### config.mk
export PLATFORM = sky130hd
export DESIGN_NAME = irq_log_ctrl
export DESIGN_NICKNAME = d
export VERILOG_FILES = /design/src/rtl/irq_log_pkg.sv /design/src/rtl/irq_log_control.sv /design/src/rtl/irq_log_datapath.sv /design/src/rtl/irq_log_ctrl.sv
export SDC_FILE = /design/constraint.sdc
export NUM_CORES = 1
export LEC_CHECK = 0
export BUFFER_PORTS_ARGS = -buffer_cell sky130_fd_sc_hd__buf_4
export CELL_PAD_IN_SITES_DETAIL_PLACEMENT = 1
export CELL_PAD_IN_SITES_GLOBAL_PLACEMENT = 2
export CORE_MARGIN = 5
export CORE_UTILIZATION = 38
export CTS_BUF_LIST = sky130_fd_sc_hd__clkbuf_2 sky130_fd_sc_hd__clkbuf_4 sky130_fd_sc_hd__clkbuf_8
export DETAILED_ROUTE_END_ITERATION = 12
export PLACE_DENSITY = 0.9
export SETUP_SLACK_MARGIN = 0.05
export SYNTH_ARGS = -nofsm -noshare
export SYNTH_HDL_FRONTEND = slang
export SYNTH_SLANG_ARGS = --single-unit
### constraint.sdc
create_clock -name clk -period 3.37 [get_ports clk]
set_clock_uncertainty 0.2 [all_clocks]
set_input_delay 0 -clock clk [delete_from_list [all_inputs] [get_ports clk]]
set_output_delay 0 -clock clk [all_outputs]
set_load 0.005 [all_outputs]
### src/rtl/irq_log_pkg.sv
package irq_log_pkg;

  localparam int HP_W          = 9;
  localparam int STD_W         = 6;
  localparam int WORD_W        = 16;
  localparam int HP_STD_BIT    = 0;
  localparam int HP_MSGERR_BIT = 1;

  typedef enum logic [1:0] {
    SEL_HP_EN  = 2'd0,
    SEL_HP_CLR = 2'd1,
    SEL_STD_EN = 2'd2,
    SEL_PTR    = 2'd3
  } regSel_e;

  typedef enum logic [1:0] {
    LOG_IDLE  = 2'd0,
    LOG_FLAGS = 2'd1,
    LOG_CTX   = 2'd2
  } logState_e;

  // strobes from control to datapath
  typedef struct packed {
    logic push;
    logic pop;
    logic secondWord;
    logic entryDone;
    logic ptrLoad;
  } logStrobe_t;

  typedef struct packed {
    logic [STD_W-1:0]  flags;
    logic [WORD_W-1:0] ctx;
  } logEntry_t;

endpackage

### src/rtl/irq_log_control.sv
module irq_log_control
  import irq_log_pkg::*;
(
  input  logic             clk,
  input  logic             rst_n,
  input  logic [HP_W-1:1]  hpEvt,
  input  logic [STD_W-1:0] stdEvt,
  input  logic             forceLog,
  input  logic             regWrEn,
  input  logic [1:0]       regSel,
  input  logic [HP_W-1:0]  regWrBits,
  input  logic             fifoEmpty,
  input  logic             memWrAck,
  output logStrobe_t       strb,
  output logic [HP_W-1:0]  hpStatus,
  output logic             hpIrq,
  output logic             stdIrqLevel,
  output logic             stdIrqPulse,
  output logic             engineHalt,
  output logic             memWrReq
);

  logic [HP_W-1:0]  hpEnQ;
  logic [HP_W-1:0]  statusQ;
  logic [HP_W-1:0]  statusSet;
  logic [HP_W-1:0]  statusClr;
  logic [STD_W-1:0] stdEnQ;
  logic             stdTrig;
  logic             wrHpEn;
  logic             wrClr;
  logic             wrStdEn;
  logic             wrPtr;
  logic             levelQ;
  logic             haltQ;
  logic             pulseQ;
  logState_e        stateQ;
  logState_e        stateD;

  always_comb begin
    wrHpEn    = regWrEn && (regSel == SEL_HP_EN);
    wrClr     = regWrEn && (regSel == SEL_HP_CLR);
    wrStdEn   = regWrEn && (regSel == SEL_STD_EN);
    wrPtr     = regWrEn && (regSel == SEL_PTR);
    stdTrig   = (|(stdEvt & stdEnQ)) || (forceLog && (|stdEvt));
    statusClr = wrClr ? regWrBits : '0;
    statusSet = {hpEvt, stdTrig && hpEnQ[HP_STD_BIT]};
  end

  // log writer sequencing
  always_comb begin
    stateD         = stateQ;
    strb           = '0;
    strb.push      = stdTrig;
    strb.ptrLoad   = wrPtr;
    unique case (stateQ)
      LOG_IDLE: begin
        if (!fifoEmpty) begin
          strb.pop = 1'b1;
          stateD   = LOG_FLAGS;
        end
      end
      LOG_FLAGS: begin
        if (memWrAck) stateD = LOG_CTX;
      end
      LOG_CTX: begin
        strb.secondWord = 1'b1;
        if (memWrAck) begin
          strb.entryDone = 1'b1;
          stateD         = LOG_IDLE;
        end
      end
      default: stateD = LOG_IDLE;
    endcase
  end

  always_ff @(posedge clk or negedge rst_n) begin
    if (!rst_n) begin
      stateQ  <= LOG_IDLE;
      hpEnQ   <= '0;
      stdEnQ  <= '0;
      statusQ <= '0;
      levelQ  <= 1'b0;
      haltQ   <= 1'b0;
      pulseQ  <= 1'b0;
    end else begin
      stateQ  <= stateD;
      if (wrHpEn)  hpEnQ  <= regWrBits;
      if (wrStdEn) stdEnQ <= regWrBits[STD_W-1:0];
      statusQ <= (statusQ & ~statusClr) | statusSet;
      if (stdTrig)                     levelQ <= 1'b1;
      else if (statusClr[HP_STD_BIT])  levelQ <= 1'b0;
      if (hpEvt[HP_MSGERR_BIT] && hpEnQ[HP_MSGERR_BIT]) haltQ <= 1'b1;
      else if (statusClr[HP_MSGERR_BIT])                haltQ <= 1'b0;
      pulseQ  <= strb.entryDone;
    end
  end

  assign hpStatus    = statusQ;
  assign hpIrq       = |(statusQ & hpEnQ);
  assign stdIrqLevel = levelQ;
  assign stdIrqPulse = pulseQ;
  assign engineHalt  = haltQ;
  assign memWrReq    = (stateQ != LOG_IDLE);

  // an event pulse is recorded at the next edge
  a_r2_event_recorded: assert property (@(posedge clk) disable iff (!rst_n)
    (|hpEvt) |=> ((hpStatus[HP_W-1:1] & $past(hpEvt)) == $past(hpEvt)));

  // status bit 0 never stands without the standard level
  a_r5_status0_has_level: assert property (@(posedge clk) disable iff (!rst_n)
    hpStatus[HP_STD_BIT] |-> stdIrqLevel);

  // halt holds until the message-error bit is acknowledged
  a_r7_halt_held: assert property (@(posedge clk) disable iff (!rst_n)
    (engineHalt && !statusClr[HP_MSGERR_BIT]) |=> engineHalt);

  a_r7_halt_entry: assert property (@(posedge clk) disable iff (!rst_n)
    (hpEvt[HP_MSGERR_BIT] && hpEnQ[HP_MSGERR_BIT]) |=> engineHalt);

  // a request is held until memory accepts it
  a_r9_req_until_ack: assert property (@(posedge clk) disable iff (!rst_n)
    (memWrReq && !memWrAck) |=> memWrReq);

  // the entry pulse lasts one cycle
  a_r10_pulse_single: assert property (@(posedge clk) disable iff (!rst_n)
    stdIrqPulse |=> !stdIrqPulse);

endmodule

### src/rtl/irq_log_datapath.sv
module irq_log_datapath
  import irq_log_pkg::*;
#(
  parameter int ADDR_W     = 16,
  parameter int FIFO_DEPTH = 2
) (
  input  logic              clk,
  input  logic              rst_n,
  input  logStrobe_t        strb,
  input  logic [STD_W-1:0]  stdEvt,
  input  logic [WORD_W-1:0] ctxWord,
  input  logic [ADDR_W-1:0] ptrWrData,
  output logic              fifoEmpty,
  output logic              logOverflow,
  output logic [ADDR_W-1:0] logPtr,
  output logic [ADDR_W-1:0] memWrAddr,
  output logic [WORD_W-1:0] memWrData
);

  localparam int IDX_W = (FIFO_DEPTH > 1) ? $clog2(FIFO_DEPTH) : 1;
  localparam int CNT_W = $clog2(FIFO_DEPTH + 1);
  localparam int PAD_W = WORD_W - STD_W;

  logEntry_t [FIFO_DEPTH-1:0] slotBus;
  logic [IDX_W-1:0]  wrIdxQ;
  logic [IDX_W-1:0]  rdIdxQ;
  logic [CNT_W-1:0]  countQ;
  logic              fifoFull;
  logic              doPush;
  logEntry_t         curQ;
  logic [ADDR_W-1:0] baseQ;
  logic [ADDR_W-1:0] ptrQ;
  logic              ovfQ;

  function automatic logic [IDX_W-1:0] nextIdx(input logic [IDX_W-1:0] idx);
    return (idx == IDX_W'(FIFO_DEPTH - 1)) ? '0 : idx + 1'b1;
  endfunction

  assign fifoFull  = (countQ == CNT_W'(FIFO_DEPTH));
  assign fifoEmpty = (countQ == '0);
  assign doPush    = strb.push && (!fifoFull || strb.pop);

  for (genvar g = 0; g < FIFO_DEPTH; g++) begin : gSlot
    logEntry_t slotQ;
    always_ff @(posedge clk or negedge rst_n) begin
      if (!rst_n)                                  slotQ <= '0;
      else if (doPush && (wrIdxQ == IDX_W'(g)))    slotQ <= '{flags: stdEvt, ctx: ctxWord};
    end
    assign slotBus[g] = slotQ;
  end

  always_ff @(posedge clk or negedge rst_n) begin
    if (!rst_n) begin
      wrIdxQ <= '0;
      rdIdxQ <= '0;
      countQ <= '0;
      curQ   <= '0;
      baseQ  <= '0;
      ptrQ   <= '0;
      ovfQ   <= 1'b0;
    end else begin
      if (doPush)   wrIdxQ <= nextIdx(wrIdxQ);
      if (strb.pop) begin
        rdIdxQ <= nextIdx(rdIdxQ);
        curQ   <= slotBus[rdIdxQ];
        baseQ  <= ptrQ;
      end
      countQ <= countQ + CNT_W'(doPush) - CNT_W'(strb.pop);
      if (strb.push && fifoFull && !strb.pop) ovfQ <= 1'b1;
      if (strb.ptrLoad)        ptrQ <= ptrWrData;
      else if (strb.entryDone) ptrQ <= baseQ + ADDR_W'(2);
    end
  end

  assign logOverflow = ovfQ;
  assign logPtr      = ptrQ;
  assign memWrAddr   = strb.secondWord ? baseQ + ADDR_W'(1) : baseQ;
  assign memWrData   = strb.secondWord ? curQ.ctx : {{PAD_W{1'b0}}, curQ.flags};

  // queue occupancy never exceeds its depth
  a_r11_count_bound: assert property (@(posedge clk) disable iff (!rst_n)
    countQ <= CNT_W'(FIFO_DEPTH));

  // overflow flag is sticky
  a_r11_overflow_sticky: assert property (@(posedge clk) disable iff (!rst_n)
    logOverflow |=> logOverflow);

  // pointer steps past the second word of the finished entry
  a_r10_ptr_step: assert property (@(posedge clk) disable iff (!rst_n)
    (strb.entryDone && !strb.ptrLoad) |=> (logPtr == $past(memWrAddr) + ADDR_W'(1)));

endmodule

### src/rtl/irq_log_ctrl.sv
module irq_log_ctrl
  import irq_log_pkg::*;
#(
  parameter int ADDR_W     = 16,
  parameter int FIFO_DEPTH = 2
) (
  input  logic              clk,
  input  logic              rst_n,
  input  logic [HP_W-1:1]   hpEvt,
  input  logic [STD_W-1:0]  stdEvt,
  input  logic              forceLog,
  input  logic [WORD_W-1:0] ctxWord,
  input  logic              regWrEn,
  input  logic [1:0]        regSel,
  input  logic [WORD_W-1:0] regWrData,
  input  logic              memWrAck,
  output logic              memWrReq,
  output logic [ADDR_W-1:0] memWrAddr,
  output logic [WORD_W-1:0] memWrData,
  output logic              hpIrq,
  output logic              stdIrqLevel,
  output logic              stdIrqPulse,
  output logic              engineHalt,
  output logic [HP_W-1:0]   hpStatus,
  output logic [ADDR_W-1:0] logPtr,
  output logic              logOverflow
);

  logStrobe_t strb;
  logic       fifoEmpty;

  irq_log_control control_i (
    .clk         (clk),
    .rst_n       (rst_n),
    .hpEvt       (hpEvt),
    .stdEvt      (stdEvt),
    .forceLog    (forceLog),
    .regWrEn     (regWrEn),
    .regSel      (regSel),
    .regWrBits   (regWrData[HP_W-1:0]),
    .fifoEmpty   (fifoEmpty),
    .memWrAck    (memWrAck),
    .strb        (strb),
    .hpStatus    (hpStatus),
    .hpIrq       (hpIrq),
    .stdIrqLevel (stdIrqLevel),
    .stdIrqPulse (stdIrqPulse),
    .engineHalt  (engineHalt),
    .memWrReq    (memWrReq)
  );

  irq_log_datapath #(
    .ADDR_W     (ADDR_W),
    .FIFO_DEPTH (FIFO_DEPTH)
  ) datapath_i (
    .clk         (clk),
    .rst_n       (rst_n),
    .strb        (strb),
    .stdEvt      (stdEvt),
    .ctxWord     (ctxWord),
    .ptrWrData   (regWrData[ADDR_W-1:0]),
    .fifoEmpty   (fifoEmpty),
    .logOverflow (logOverflow),
    .logPtr      (logPtr),
    .memWrAddr   (memWrAddr),
    .memWrData   (memWrData)
  );

endmodule

### Yosys cells after proc, flatten, opt, wreduce, memory -nomap -nowiden

Cells that the tools add are included.

* bits in registers: 132
* output and inout port bits: 63
* input bits: 53

* equal/unequal tests: 9
* mux-type cells: 21
* reduce and logical (&&, ||, !) cells: 27
* $add $sub $neg: 6
* order comparisons: 1
* bitwise logic cells: 6

Operators by type and width (count)
* $mux W16: 4
* $mux W22: 2
* $and A9 B9 Y9: 2
* $add A16 B1 Y16 const B: 1
* $add A16 B2 Y16 const B: 1
* $logic_and A1 B1 Y1: 12
* $reduce_or A6 Y1: 2
* $mux W1: 9
* $mux W9: 1
* $not A9 Y9: 1
* $or A9 B9 Y9: 1
* $reduce_or A9 Y1: 1
* $eq A2 B2 Y1 const B: 4
* $mux W2: 4
* $reduce_bool A2 Y1: 4
* $and A6 B6 Y6: 1
* $logic_not A2 Y1: 3
* $ne A2 B2 Y1 const B: 3
* $pmux W2 S3: 1
* $eq A2 B1 Y1 const B: 2
* $reduce_and A3 Y1: 1
* $add A1 B1 Y1 const B: 2
* $add A2 B1 Y2: 1
* $logic_not A1 Y1: 2
* 4 further kinds: 5

### Logic depth before layout (Yosys ltp)

* word-level depth: 7
* depth in mapped cells: 8
* depth with buffers taken out: 5

### Hierarchy

Synthesis repeated with hierarchy kept, for this count alone.

* cells, all modules: 496
* area total of the unflattened synthesis: 6127.1 um^2

Modules (own cells, without submodules)
* irq_log_datapath: area each 4901.0 um^2, times used 1, cells each 402
* irq_log_control: area each 1226.2 um^2, times used 1, cells each 94

### Worst setup path after synthesis

No wires, ideal clock.

* path kind: flip-flop to flip-flop
* start: register control_i.stateQ[0]
* end: register datapath_i.countQ[1]
* path slack: 939 ps
* library setup time: 123 ps
* period minus slack after synthesis: 2431 ps
* path buffers: 3
* arrival time: 2109 ps
* stages on the path, launching flop included: 9
* cell sequence: dfrtp_1 or2_1 buf_2 nor2_2 buf_4 buf_2 ha_1 a211o_1 xnor2_1

RTL lines
* start, declared: line irq_log_control.sv:36 `logState_e stateQ;`
* start signal, assigned: line irq_log_control.sv:86 `stateQ <= stateD;`
* end signal, assigned: line irq_log_datapath.sv:68 `countQ <= countQ + CNT_W'(doPush) - CNT_W'(strb.pop);`
* end, declared: line irq_log_datapath.sv:27 `logic [CNT_W-1:0] countQ;`

### Worst setup path after layout

* start: register datapath_i.baseQ[2]
* end: output port memWrAddr[15]

* cells in the longest elaborated chain, start to end: 2

Ends and longest elaborated chain
* start, declared: line irq_log_datapath.sv:31 `logic [ADDR_W-1:0] baseQ;`
* start signal, assigned: line irq_log_datapath.sv:66 `baseQ <= ptrQ;`
* $add A16 B1 Y16: line irq_log_datapath.sv:77 `assign memWrAddr = strb.secondWord ? baseQ + ADDR_W'(1) : baseQ;`
* $mux W16: line irq_log_datapath.sv:77
* end, declared: line irq_log_ctrl.sv:18 `output logic [ADDR_W-1:0] memWrAddr,`

Every way passes these cells.

==> summary.txt <==
Finish
  – Fillcell total: 1730
  – Multi-input logic area: 2748 um^2
  – Most common cell after layout, fill and taps aside: dfrtp_1
  – Final nets: 741
  – Antenna diodes: 0
  – Final Cell Area: 8284 um^2
  – Commonest cells after routing, fill and taps aside: 132 x dfrtp_1, 123 x buf_4, 63 x dlygate4sd3_1
  – Layout cells sized above 1: 0.3199
  – Sequential Area: 3303 um^2
  – Area grow syn2layout: 33.09%

Route
  – Antenna viol nets, final: 0
  – Ratio of routed vias to standard cells: 5.094
  – Routed WL per cell: 19.14 um
  – Drt pass-1 iters: 4
  – Detailed-route DRC error count: 0
  – Vias: 4651
  – 1st-iter DRT viols: 226
  – Total routed wirelength: 17480 um

Worst setup path
  – CP Capture Type: output pin
  – RR Endpoint: datapath_i.logPtr[12]
  – Critical path class: reg -> out
  – Crit. Startpoint: datapath_i.baseQ[2]
  – Worst EP required: 3.17 ns
  – Worst Path Arrival: 2.37 ns
  – Critical R2R Launch: datapath_i.baseQ[6]
  – CP endpoint: memWrAddr[15]
  – Critical path launch point type: flop
  – R2R Setup Slk: 1.13 ns
  – Maximum fanout along the worst path: 8
  – Worst R2R Path Depth: 4

Timing
  – Fmax: 389.3 MHz
  – Slew HR: 0.3945
  – Fin Setup TNS: 0 ns
  – Hold Vio Cnt, Final: 0
  – Worst slew pin tran: 0.9082 ns
  – Final max-slew violation count: 0
  – # setup viols final: 0
  – Fin crit share: 0.7623
  – Final Critical Period: 2.569 ns
  – RSZ-0062 raised after global routing: no

GRT
  – First-pass GRT wire length: 28460 um
  – GR Util All Layers: 0.1931
  – Initial antenna violation count: 0
  – Largest net degree at the start of global routing: 69
  – Vias in the first global route: 5225
  – Grt ovf: 0

CTS
  – CTS Sinks: 132
  – Max clock buf depth: 2
  – CTS Buf Count: 17
  – CTS tree: done
  – H-tree levels: 4
  – Clock Tree Root: clkbuf_8
  – Clock slew at reported path FFs: 0.08 ns
  – Setup bufs post-CTS: 0
  – Clock latency on the worst-skew pair: 0.44 ns

Power and ir drop
  – Combinational fraction of design power: 0.425
  – Max VDD drop: 330.2 uV
  – Clock power frac: 0.181
  – Leak Pwr: 3.699 nW
  – Fraction of power spent switching nets: 0.3566
  – Switch Pwr: 2.628 mW
  – Seq pwr share: 0.394
  – Internal power: 4.742 mW
  – Total Power: 7.370 mW
  – Cell Pwr Density: 889.7 nW/um^2

Die
  – Initial Util: 0.3890
  – Die X: 138.0 um
  – # IOs: 116
  – Core ar.: 16000 um^2
  – Die height: 138.0 um
  – FP Rows: 46
  – Die ar.: 19040 um^2

Job
  – # Max-Cap Violations: 0

Yosys
  – Yosys warning count: 0
  – Seq cells post-synth: 132
  – Top cell type by total area after synthesis: dfrtp_1
  – Distinct cell type count after synthesis: 51
  – Sequential-to-total area share from yosys stat: 0.5307
  – Syn Inst Count: 511
  – Ranking of synthesized cells by area: dfrtp_1 53%, mux2_4 9.6%, mux2i_1 4.0%, mux2_2 4.0%, mux2_1 3.4%
  – Ys async rst share: 1.000
  – Mapped Nets: 567
  – Syn_area_per_cell: 12.18 um^2
  – Post-synth EDFFs: 0
  – Share of Yosys cell area claimed by the top area cell type: 0.5307
  – Post-synth top flop: dfrtp_1
  – Post-synthesis cell area: 6225 um^2

Placement
  – DPL Wire Length: 11780 um
  – Final Wtd Congestion: 0.8910
  – IO buf count: 115
  – Placed Area: 7259 um^2

Outcome
  – Status: complete, no violations

Hold path
  – Hold Crit Class: in -> async
[timing repair]
item,CTS,global route
endpoints found under the hold margin,156,0
gates resized for setup,0,0
hold buffers,63,0
[cell type report]
type | count | share of cell area
clock inverter | 8 | 0.01238
inverter | 4 | 0.001812
timing repair buffer | 186 | 0.1876
sequential | 132 | 0.3987
tap | 216 | 0.03262
multi-input combinational | 344 | 0.3317
clock buffer | 23 | 0.03519
[how the worst min path moves through the flow]
stage	start	to	cells after the start
after floorplan	rst_n	control_i.engineHalt	0
after global placement	rst_n	control_i.hpStatus[8]	1
final	rst_n	control_i.hpStatus[7]	2
after CTS	rst_n	control_i.hpStatus[2]	2
after global routing	regWrEn	control_i.hpEnQ[5]	4
after detailed placement	rst_n	control_i.hpStatus[2]	1
[metal layers]
metal,routed length (um),vias up,part of all wire,GRT usage
met2,8823,109,0.50,0.3232
li1,-,2150,-,-
met5,0,-,0,0
met3,752,17,0.043,0.03665
met4,228,0,0.013,0.05873
met1,7675,2375,0.44,0.2552
[cell families (layout without fill, tap and decap cells)]
| kind of cell | count (synthesis) | in the layout | synth area share |
|---|---|---|---|
| adder cells (fa/ha/maj) | 3 | 3 | 0.006031 |
| AO/OA/AOI/OAI | 84 | 84 | 0.08885 |
| multiplexers | 106 | 106 | 0.2109 |
| flip-flops | 132 | 132 | 0.5307 |
| AND/OR/NAND/NOR | 125 | 125 | 0.09789 |
| XOR/XNOR | 26 | 26 | 0.03658 |
| buffers and inverters | 35 | 221 | 0.02914 |
[critical path: stages (launching register included)]
cell     delay (ns)
dfrtp_1        0.45
ha_1           0.29
nand4_1        0.33
nor4_2         0.40
nand3_1        0.15
xnor2_1        0.20
buf_4          0.14
[registers in the layout (all words and copies together) (netlist names)]
signal,cells
control_i.engineHalt,1
control_i.hpEnQ,9
control_i.hpStatus,9
control_i.stateQ,2
control_i.stdEnQ,6
control_i.stdIrqLevel,1
control_i.stdIrqPulse,1
datapath_i.baseQ,16
datapath_i.countQ,2
datapath_i.curQ,22
datapath_i.gSlot.slotQ,44
datapath_i.logOverflow,1
datapath_i.logPtr,16
datapath_i.rdIdxQ,1
datapath_i.wrIdxQ,1
[cells in the mapped netlist (all sizes together) (2+ instances only)]
library cell,instances
a211o,2
a22o,3
o21ai,14
o31ai,4
nor3,3
or3,3
nand2,29
nor4,5
buf,19
a221o,3
dfrtp,132
a31oi,3
clkbuf,12
nor2b,2
and3,3
nand3b,3
xor2,12
mux2,81
inv,4
and2,12
nor2,42
nand3,11
o22ai,3
ha,3
nand4,7
mux2i,25
xnor2,14
a21oi,29
a22oi,6
a21o,12
[power groups by stage]
stage	Clock [mW]	Sequential [mW]	Combinational, mW
detailed placement	0	2.92	3.07
floorplan	0	2.63	2.26
finish	1.33	2.91	3.13
global placement	0	2.86	2.95
CTS	1.36	2.91	3.17
global route	1.43	2.99	3.41
[stage by stage]
step	worst slack [ns]	cells	hold slack [ns]	util
global placement	1.241	819	-0.05835	0.4537
detailed placement	1.161	819	-0.03910	0.4537
floorplan	0.9386	511	-0.4956	-
finish	0.8010	913	0.009254	0.5178
global route	0.6408	913	0.05783	0.5178
CTS	0.7862	913	0.01667	0.5178
No activity file was read; power rests on OpenSTA's default activity.
